### config.mk
export PLATFORM = sky130hd
export DESIGN_NAME = npc_unit
export DESIGN_NICKNAME = d
export VERILOG_FILES = /design/src/rtl/npc_pkg.sv /design/src/rtl/npc_ctrl.sv /design/src/rtl/npc_dpath.sv /design/src/rtl/npc_unit.sv
export SDC_FILE = /design/constraint.sdc
export NUM_CORES = 1
export LEC_CHECK = 0
export ABC_AREA = 1
export BUFFER_PORTS_ARGS = -buffer_cell sky130_fd_sc_hd__buf_2
export CAP_MARGIN = 10
export CORE_ASPECT_RATIO = 1.5
export CORE_MARGIN = 4
export CORE_UTILIZATION = 40
export DETAILED_ROUTE_END_ITERATION = 8
export GPL_TIMING_DRIVEN = 0
export PLACE_DENSITY = 0.72
export SYNTH_ARGS = -nofsm -noshare
export SYNTH_HDL_FRONTEND = slang
export SYNTH_SLANG_ARGS = --single-unit
### constraint.sdc
create_clock -name clk -period 8.5 [get_ports clk]
set_input_delay 2.125 -clock clk [delete_from_list [all_inputs] [get_ports clk]]
set_output_delay 2.125 -clock clk [all_outputs]
set_load 0.1 [all_outputs]
### src/rtl/npc_pkg.sv
package npc_pkg;
  typedef enum logic [1:0] {
    TGT_REL = 2'd0,
    TGT_ABS = 2'd1,
    TGT_REG = 2'd2
  } tgtSel_e;

  typedef struct packed {
    logic    loadPend;
    logic    usePend;
    tgtSel_e tgtSel;
  } npcStrobe_t;
endpackage

### src/rtl/npc_ctrl.sv
module npc_ctrl
  import npc_pkg::*;
#(
  parameter int LINK_REG = 31
) (
  input  logic       clk,
  input  logic       rstN,
  input  logic       advance,
  input  logic [5:0] opField,
  input  logic [4:0] rtSel,
  input  logic [4:0] rdSel,
  input  logic [5:0] funct,
  input  logic       rsEq,
  input  logic       rsNeg,
  input  logic       rsZero,
  output npcStrobe_t strobe,
  output logic       linkWe,
  output logic [4:0] linkReg,
  output logic       annulSlot,
  output logic       slotFault
);
  logic    isXfer, condTrue, likely, doLink, linkToRd;
  tgtSel_e tgtSel;
  logic    inSlot, redirectPend, annulPend;
  logic    liveXfer;

  // Decode of transfer class and condition
  always_comb begin
    isXfer   = 1'b0;
    condTrue = 1'b0;
    likely   = 1'b0;
    doLink   = 1'b0;
    linkToRd = 1'b0;
    tgtSel   = TGT_REL;
    unique casez (opField)
      6'b000000: begin
        if (funct == 6'b001000 || funct == 6'b001001) begin
          isXfer   = 1'b1;
          condTrue = 1'b1;
          tgtSel   = TGT_REG;
          doLink   = funct[0];
          linkToRd = funct[0];
        end
      end
      6'b000001: begin
        if (rtSel[3:2] == 2'b00) begin
          isXfer   = 1'b1;
          condTrue = rtSel[0] ? !rsNeg : rsNeg;
          likely   = rtSel[1];
          doLink   = rtSel[4];
        end
      end
      6'b00001?: begin
        isXfer   = 1'b1;
        condTrue = 1'b1;
        tgtSel   = TGT_ABS;
        doLink   = opField[0];
      end
      6'b0?01??: begin
        isXfer = 1'b1;
        likely = opField[4];
        unique case (opField[1:0])
          2'b00: condTrue = rsEq;
          2'b01: condTrue = !rsEq;
          2'b10: condTrue = rsNeg || rsZero;
          default: condTrue = !rsNeg && !rsZero;
        endcase
      end
      default: ;
    endcase
  end

  assign liveXfer        = !inSlot && isXfer;
  assign strobe.loadPend = advance && liveXfer && condTrue;
  assign strobe.usePend  = redirectPend;
  assign strobe.tgtSel   = tgtSel;
  assign linkWe          = advance && liveXfer && doLink;
  assign linkReg         = linkToRd ? rdSel : 5'(LINK_REG);
  assign annulSlot       = annulPend;
  assign slotFault       = inSlot && !annulPend && isXfer;

  always_ff @(posedge clk) begin
    if (!rstN) begin
      inSlot       <= 1'b0;
      redirectPend <= 1'b0;
      annulPend    <= 1'b0;
    end else if (advance) begin
      inSlot       <= liveXfer;
      redirectPend <= liveXfer && condTrue;
      annulPend    <= liveXfer && likely && !condTrue;
    end
  end

  // the cycle after a link request is a delay slot, so it cannot link again
  p_link_once_r8: assert property (@(posedge clk) disable iff (!rstN)
    linkWe |=> !linkWe);
  // a faulting slot transfer never writes a link
  p_fault_nolink_r10: assert property (@(posedge clk) disable iff (!rstN)
    slotFault |-> !linkWe);
  // an annulled slot never comes with a pending redirect
  p_annul_noredir_r9: assert property (@(posedge clk) disable iff (!rstN)
    annulSlot |-> !strobe.usePend);
  // a stall holds the slot state
  p_stall_hold_r11: assert property (@(posedge clk) disable iff (!rstN)
    !advance |=> $stable(annulSlot));
endmodule

### src/rtl/npc_dpath.sv
module npc_dpath
  import npc_pkg::*;
#(
  parameter int          XLEN     = 32,
  parameter logic [31:0] RESET_PC = 32'h0
) (
  input  logic            clk,
  input  logic            rstN,
  input  logic            advance,
  input  npcStrobe_t      strobe,
  input  logic [25:0]     jumpField,
  input  logic [XLEN-1:0] rsVal,
  input  logic [XLEN-1:0] rtVal,
  output logic            rsEq,
  output logic            rsNeg,
  output logic            rsZero,
  output logic [XLEN-1:0] fetchPc,
  output logic [XLEN-1:0] nextPc,
  output logic [XLEN-1:0] linkAddr
);
  localparam int OFF_W  = 16;
  localparam int IDX_W  = 26;
  localparam int SEXT_W = XLEN - OFF_W - 2;
  localparam int HIGH_W = XLEN - IDX_W - 2;

  logic [XLEN-1:0] slotPc, offExt, relTgt, absTgt, tgtVal, pendTarget;

  assign rsEq   = (rsVal == rtVal);
  assign rsNeg  = rsVal[XLEN-1];
  assign rsZero = (rsVal == '0);

  assign slotPc   = fetchPc + XLEN'(4);
  assign linkAddr = fetchPc + XLEN'(8);
  assign offExt   = {{SEXT_W{jumpField[OFF_W-1]}}, jumpField[OFF_W-1:0], 2'b00};
  assign relTgt   = slotPc + offExt;
  assign absTgt   = {slotPc[XLEN-1 -: HIGH_W], jumpField, 2'b00};

  always_comb begin
    unique case (strobe.tgtSel)
      TGT_ABS: tgtVal = absTgt;
      TGT_REG: tgtVal = rsVal;
      default: tgtVal = relTgt;
    endcase
  end

  assign nextPc = strobe.usePend ? pendTarget : slotPc;

  always_ff @(posedge clk) begin
    if (!rstN) begin
      fetchPc    <= XLEN'(RESET_PC);
      pendTarget <= '0;
    end else begin
      if (advance) fetchPc <= nextPc;
      if (strobe.loadPend) pendTarget <= tgtVal;
    end
  end

  // without a pending redirect, fetch moves on by one word
  p_seq_step_r2: assert property (@(posedge clk) disable iff (!rstN)
    (advance && !strobe.usePend) |=> (fetchPc == $past(fetchPc) + XLEN'(4)));
  // a pending redirect lands on the captured target after the slot
  p_redirect_r3: assert property (@(posedge clk) disable iff (!rstN)
    (advance && strobe.usePend) |=> (fetchPc == $past(pendTarget)));
  // a stall holds the PC
  p_stall_pc_r11: assert property (@(posedge clk) disable iff (!rstN)
    !advance |=> $stable(fetchPc));
endmodule

### src/rtl/npc_unit.sv
module npc_unit
  import npc_pkg::*;
#(
  parameter int          XLEN     = 32,
  parameter logic [31:0] RESET_PC = 32'h0,
  parameter int          LINK_REG = 31
) (
  input  logic            clk,
  input  logic            rstN,
  input  logic            advance,
  input  logic [31:0]     instr,
  input  logic [XLEN-1:0] rsVal,
  input  logic [XLEN-1:0] rtVal,
  output logic [XLEN-1:0] fetchPc,
  output logic [XLEN-1:0] nextPc,
  output logic            linkWe,
  output logic [4:0]      linkReg,
  output logic [XLEN-1:0] linkAddr,
  output logic            annulSlot,
  output logic            slotFault
);
  npcStrobe_t strobe;
  logic       rsEq, rsNeg, rsZero;

  npc_ctrl #(.LINK_REG(LINK_REG)) u_ctrl (
    .clk(clk), .rstN(rstN), .advance(advance),
    .opField(instr[31:26]), .rtSel(instr[20:16]), .rdSel(instr[15:11]),
    .funct(instr[5:0]), .rsEq(rsEq), .rsNeg(rsNeg), .rsZero(rsZero),
    .strobe(strobe), .linkWe(linkWe), .linkReg(linkReg),
    .annulSlot(annulSlot), .slotFault(slotFault)
  );

  npc_dpath #(.XLEN(XLEN), .RESET_PC(RESET_PC)) u_dpath (
    .clk(clk), .rstN(rstN), .advance(advance), .strobe(strobe),
    .jumpField(instr[25:0]), .rsVal(rsVal), .rtVal(rtVal),
    .rsEq(rsEq), .rsNeg(rsNeg), .rsZero(rsZero),
    .fetchPc(fetchPc), .nextPc(nextPc), .linkAddr(linkAddr)
  );
endmodule

==> results of run 1 <==
[routing by layer]
layer	vias to the layer above	wire [um]
met1	4120	11400
met2	354	15700
met4	0	1720
li1	4628	-
met5	-	0
met3	87	1680
[registers in the layout (all words and copies together), names as in the netlist]
register             cells
u_dpath.pendTarget      32
u_ctrl.annulSlot         1
u_ctrl.inSlot            1
u_ctrl.redirectPend      1
u_dpath.fetchPc         32
[power groups by stage]
stage / Sequential (mW) / Clock, mW / Combinational [mW]
2_1_floorplan: 0.417 / 0 / 0.391
3_3_place_gp: 0.346 / 0 / 0.606
3_5_place_dp: 0.346 / 0 / 0.609
4_1_cts: 0.339 / 0.414 / 0.610
5_1_grt: 0.341 / 0.428 / 0.657
6_report: 0.340 / 0.413 / 0.614
[layout make-up]
type                    count  area, um2  area share (%)
clock buffers              10        239            2.62
flip-flops and latches     67       1340            14.7
multi-input cells         999       5100            55.9
plain buffers              49        230            2.52
clock inverters             6       88.8           0.973
well taps                 252        315            3.45
inverters                 214        803            8.80
repair buffers            201       1010            11.0
[through the flow]
step	hold slack [ns]	util (%)	instances	worst slack [ns]
2_1_floorplan	0.445	-	1329	1.06
3_5_place_dp	0.467	47.6	1782	2.42
3_3_place_gp	0.455	47.6	1782	2.41
5_1_grt	0.490	49.4	1798	2.28
6_report	0.471	49.4	1798	2.40
4_1_cts	0.475	49.4	1798	2.41
[worst max-delay path by stage]
stage | depth (start not counted) | start | end | slack [ns]
2_1_floorplan | 4 | u_dpath.fetchPc[4]$_SDFFE_PN0P_ | nextPc[5] | 1.06
3_3_place_gp | 9 | instr[5] | linkWe | 2.41
3_5_place_dp | 9 | instr[5] | linkWe | 2.42
4_1_cts | 9 | instr[5] | linkWe | 2.41
5_1_grt | 9 | instr[5] | linkWe | 2.28
6_report | 9 | instr[5] | linkWe | 2.40
[cell usage in the layout, fill, tap and decap left out, types with 9 or more instances in the layout]
| master | Yosys | final |
|---|---|---|
| sky130_fd_sc_hd__o21ai_1 | 16 | 16 |
| sky130_fd_sc_hd__nand3_1 | 57 | 57 |
| sky130_fd_sc_hd__nor3_1 | 18 | 18 |
| sky130_fd_sc_hd__inv_1 | 203 | 203 |
| sky130_fd_sc_hd__inv_2 | 9 | 9 |
| sky130_fd_sc_hd__nor2_1 | 150 | 150 |
| sky130_fd_sc_hd__a21oi_1 | 103 | 103 |
| sky130_fd_sc_hd__xor2_1 | 59 | 59 |
| sky130_fd_sc_hd__nand4_1 | 14 | 14 |
| sky130_fd_sc_hd__o21ai_0 | 91 | 91 |
| sky130_fd_sc_hd__buf_2 | 9 | 210 |
| sky130_fd_sc_hd__xnor2_1 | 10 | 10 |
| sky130_fd_sc_hd__clkbuf_16 | 0 | 9 |
| sky130_fd_sc_hd__nand2_1 | 374 | 374 |
| sky130_fd_sc_hd__dfxtp_1 | 67 | 67 |
| sky130_fd_sc_hd__clkbuf_1 | 27 | 27 |
| sky130_fd_sc_hd__ha_1 | 36 | 36 |
[kinds of logic after synthesis]
| kind of cell | synth area share, % |
|---|---|
| compound gates | 17.5 |
| xor+xnor | 8.08 |
| fa+ha+maj | 6.29 |
| buf+inv | 13.8 |
| flops | 17.9 |
| mux | 0.418 |
| simple gates | 36.0 |
[critical path, stage by stage]
cell and delay (ns):
sky130_fd_sc_hd__buf_2 0.12, sky130_fd_sc_hd__nor2_1 0.14, sky130_fd_sc_hd__nand2_1 0.07, sky130_fd_sc_hd__nor4_1 0.16, sky130_fd_sc_hd__nand2_1 0.13, sky130_fd_sc_hd__nor2_1 0.37
sky130_fd_sc_hd__inv_1 0.21, sky130_fd_sc_hd__a21oi_1 0.19, sky130_fd_sc_hd__buf_2 0.45
==> summary.txt, run 1 <==
max-capacitance violation count: 0
Die Ht: 175 um
critical setup path kind: in -> out
Synth cell types: 48
average vias per placed instance: 5.11
Total Routing Usage GR: 28.2%
Yosys warnings: 0
routed length per instance: 17.0 um
portion of total power attributed to the clock network: 30.2%
portion of total power attributed to sequential cells: 24.9%
antenna violations before repair: 0
Layout Skew: 0.00770 ns
fraction of power consumed by combinational cells: 44.9%
iteration count of the initial detailed-routing pass: 5
Post-CTS Hold Fix Bufs: 0
CTS buffer count: 9
Internal Power: 0.728 mW
ranking of synthesized cells by instance count: sky130_fd_sc_hd__nand2_1 (374), sky130_fd_sc_hd__inv_1 (203), sky130_fd_sc_hd__nor2_1 (150), sky130_fd_sc_hd__a21oi_1 (103), sky130_fd_sc_hd__o21ai_0 (91)
Clk Latency, worst-skew pair: 0.34 ns
element type at the critical path end: output port
DRC viols: 0
clock tree from TritonCTS: done
Register-to-Register Setup Slack: 4.43 ns
die span in x: 120 um
net count after synthesis: 1465
H-Tree Depth: 3
number of nets in the final layout: 1677
count of pins over their slew limit: 0
share of total power consumed by net switching: 46.7%
number of buffers inserted to repair setup after CTS: 0
required time worst endpoint: 6.38 ns
synthesized flop and latch total: 67
Remaining Overflow, GRT: 0
R2R Path End: u_dpath.pendTarget[17]$_SDFFE_PN0P_
wire length of the first global-routing pass: 46.4 mm
I/O pin total: 203
routed vias: 9189
Resized Gates After CTS: 0
initial detailed-routing violation count: 712
highest attainable clock frequency: 164 MHz
area share of the largest cell type after synthesis: 18.8%
die area: 21000 um2
RePlAce Congestion: 1.01
instance count of the mapped netlist: 1329
shortest clock period the worst path allows after layout: 6.10 ns
number of flops mapped to enable cells by yosys: 0
Mapped Area: 7480 um2
switching power: 0.639 mW
worst reg2reg path startpoint: u_dpath.fetchPc[4]$_SDFFE_PN0P_
Min-Delay Path Class: reg -> reg
clock buffer depth: 2
fill cell instance count of the final layout: 2016
Total Wirelength: 30.5 mm
Worst Path Arrival: 3.98 ns
startpoint kind of the worst setup timing path: input pin
count of input and output buffers: 201
largest net degree at the start of global routing: 19
fraction of the cycle the final worst path needs: 71.8%
Top FF cell, synth: sky130_fd_sc_hd__dfxtp_1
Area growth, synth to finish: 22.1%
placeable core area: 18500 um2
count of nets left with antenna violations after detail routing: 0
maximum vdd drop: 72.0 uV
HPWL after detailed placement: 26.1 mm
cell types occupying the most area after synthesis: sky130_fd_sc_hd__nand2_1 (19%), sky130_fd_sc_hd__dfxtp_1 (18%), sky130_fd_sc_hd__inv_1 (10%)
endpoints failing setup: 0
power consumption: 1.37 mW
CTS clock-pin slew for the worst setup and hold paths: 0.06 ns
Synth async-reset ratio: 0%
fraction of layout cells with a size suffix above 1: 17.5%
end of the worst hold path: u_ctrl.inSlot$_SDFFE_PN0P_
Hold Fails Final Rpt: 0
largest driver fanout on the critical path: 4
setup repair after global routing missed its margin: false
top-count cell post-synth: sky130_fd_sc_hd__nand2_1
transition time of the tightest slew-check pin: 0.880 ns
synthesized area per cell: 5.63 um2
most congested layer reported by global routing: met2
setup TNS: 0 ns
max-slew headroom at the worst pin: 41.4%
largest area contributor in the netlist: sky130_fd_sc_hd__nand2_1
met1 Use GR: 30.4%
number of cells traversed by the worst register-to-register path: 20
clk sink count: 67
sequential fraction of the synthesis area: 17.9%
power density cells: 150 nW/um2
starting density of the core: 40.5%
hold path start: u_ctrl.inSlot$_SDFFE_PN0P_
CTS Root Cell: sky130_fd_sc_hd__clkbuf_16
global-route track usage on met2: 53.1%
vias in the first global route: 8858
global-route met3 utilization: 2.64%
# rows: 61
total cell area at the placement stage: 8800 um2
number of antenna diodes: 0
outcome: completed
final cell area excluding filler cells: 9130 um2
static leakage: 4.97 nW
Hold Path Cell Cnt: 2
Power figures use the tool's default switching activity.
==> run 2, diff against run 1 <==
clock period = 6 ns   (was 8.5 ns; I/O delays follow)
==> summary.txt, run 2 (synthesis gave the netlist of run 1 again) <==
CTS buffer count: 9 (unchanged)
Total Wirelength: 31.0 mm (+1.5%)
# rows: 61 (unchanged)
Layout Skew: 0.00857 ns (+0.000875 ns)
startpoint kind of the worst setup timing path: input pin
placeable core area: 18500 um2 (unchanged)
count of input and output buffers: 201 (unchanged)
fraction of the cycle the final worst path needs: 81.5%
wire length of the first global-routing pass: 46.7 mm (+0.52%)
H-Tree Depth: 3 (unchanged)
element type at the critical path end: output port
routed vias: 9252 (+0.69%)
fraction of layout cells with a size suffix above 1: 17.7% (+0.19 points)
die area: 21000 um2 (unchanged)
DRC viols: 0 (unchanged)
starting density of the core: 40.5% (unchanged)
Worst Path Arrival: 3.39 ns (-0.59 ns)
CTS clock-pin slew for the worst setup and hold paths: 0.06 ns (about the same)
power consumption: 1.98 mW (+45%)
average vias per placed instance: 5.15 (+0.69%)
max-capacitance violation count: 0 (unchanged)
transition time of the tightest slew-check pin: 0.731 ns (-0.149 ns)
largest driver fanout on the critical path: 4 (unchanged)
die span in x: 120 um (unchanged)
setup repair after global routing missed its margin: false
antenna violations before repair: 0 (unchanged)
largest registers: u_dpath.fetchPc: 32 flops, u_dpath.pendTarget: 32 flops
final cell area excluding filler cells: 9160 um2 (+0.37%)
Clk Latency, worst-skew pair: 0.34 ns (about the same)
most frequent standard cell in the layout excluding fill and tap cells: sky130_fd_sc_hd__nand2_1
iteration count of the initial detailed-routing pass: 7 (+2)
RePlAce Congestion: 0.962 (-4.5%)
HPWL after detailed placement: 26.6 mm (+2.0%)
CP max stage delay: 0.45 ns (about the same)
clock tree from TritonCTS: done
maximum vdd drop: 143 uV (+98%)
Min-Delay Path Class: reg -> reg
total cell area at the placement stage: 8820 um2 (+0.21%)
Hold Fails Final Rpt: 0 (unchanged)
Critical-path top delay cell: sky130_fd_sc_hd__buf_2
Post-CTS Hold Fix Bufs: 0 (unchanged)
Resized Gates After CTS: 0 (unchanged)
power density cells: 216 nW/um2 (+44%)
Area growth, synth to finish: 22.5%
list of cells traversed by the critical path: buf_2 -> nor2_1 -> nand2_1 -> nor4_1 -> nand2_1 -> nor2_1 -> inv_1 -> a21oi_1 -> buf_2
highest attainable clock frequency: 205 MHz
number of antenna diodes: 0 (unchanged)
routed length per instance: 17.2 um (+1.5%)
initial detailed-routing violation count: 714 (+0.28%)
required time worst endpoint: 4.50 ns (-1.88 ns)
commonest cells after routing, fill and taps aside: sky130_fd_sc_hd__nand2_1 (374), sky130_fd_sc_hd__buf_2 (210), sky130_fd_sc_hd__inv_1 (203), sky130_fd_sc_hd__nor2_1 (150), sky130_fd_sc_hd__a21oi_1 (103)
static leakage: 4.98 nW (+0.18%)
I/O pin total: 203 (unchanged)
Total Routing Usage GR: 28.4% (+0.25 points)
max-slew headroom at the worst pin: 50.9% (+9.5 points)
shortest clock period the worst path allows after layout: 4.89 ns
clk sink count: 67 (unchanged)
outcome: completed
fill cell instance count of the final layout: 2070 (+2.7%)
count of nets left with antenna violations after detail routing: 0 (unchanged)
number of nets in the final layout: 1677 (unchanged)
CTS Root Cell: sky130_fd_sc_hd__clkbuf_16
Die Ht: 175 um (unchanged)
critical setup path kind: in -> out
clock buffer depth: 2 (unchanged)
largest net degree at the start of global routing: 19 (unchanged)
number of buffers inserted to repair setup after CTS: 0 (unchanged)
endpoints failing setup: 0 (unchanged)
count of pins over their slew limit: 0 (unchanged)
vias in the first global route: 8839 (-0.21%)
Remaining Overflow, GRT: 0 (unchanged)
-- run 2: cell types whose count changed in the layout (fill, tap and decap cells not counted), sizes merged --
cell and delta:
bufinv +1, clkinv -1
-- run 2: layout make-up --
class                   instances  area (um2)  share of cell area, %
multi-input cells             999        5120                   55.9
flip-flops and latches         67        1340                   14.6
repair buffers                201        1010                   11.0
inverters                     214         803                   8.77
well taps                     252         315                   3.44
plain buffers                  49         230                   2.51
clock buffers                  10         229                   2.50
clock inverters                 6         114                   1.24
-- run 2: where the power goes --
part           leakage (nW)  switching, mW  internal, mW  total [mW]
Combinational          4.27          0.686         0.196       0.882
Clock                 0.159          0.209         0.407       0.615
Sequential            0.547         0.0200         0.462       0.482
-- run 2: worst max-delay path, delay by kind of cell --
family	cells	cell delay, ns
AOI/OAI and AO/OA	1	0.19
and+or+nand+nor	5	0.88
buffers and inverters	3	0.81
-- run 2: path summary, 6_finish.rpt --
kind | startpoint | endpoint | slack [ns] | depth (start not counted)
worst max-delay path | instr[5] | linkWe | 1.11 | 9
worst max register to register | u_dpath.fetchPc[4]$_SDFFE_PN0P_ | u_dpath.pendTarget[16]$_SDFFE_PN0P_ | 1.61 | 17
worst min register to register | u_ctrl.inSlot$_SDFFE_PN0P_ | u_ctrl.inSlot$_SDFFE_PN0P_ | 0.47 | 2
worst min-delay path | u_ctrl.inSlot$_SDFFE_PN0P_ | u_ctrl.inSlot$_SDFFE_PN0P_ | 0.47 | 2
-- run 2: layer usage --
layer | vias to the layer above | routed length [um] | GRT usage (%)
li1 | 4642 | - | -
met1 | 4101 | 11300 | 29.7
met2 | 407 | 15800 | 53.0
met3 | 102 | 1720 | 2.74
met4 | 0 | 2190 | 19.4
met5 | - | 0 | 0
-- run 2: through the flow --
| stage | hold slack, ns | setup TNS, ns | util [%] | setup WS [ns] | std cells |
|---|---|---|---|---|---|
| floorplan | 0.445 | -0.242 | - | -0.175 | 1329 |
| global placement | 0.455 | 0 | 47.7 | 1.12 | 1782 |
| detailed placement | 0.458 | 0 | 47.7 | 1.11 | 1782 |
| CTS | 0.467 | 0 | 49.6 | 1.12 | 1798 |
| global route | 0.500 | 0 | 49.6 | 0.972 | 1798 |
| finish | 0.470 | 0 | 49.6 | 1.11 | 1798 |
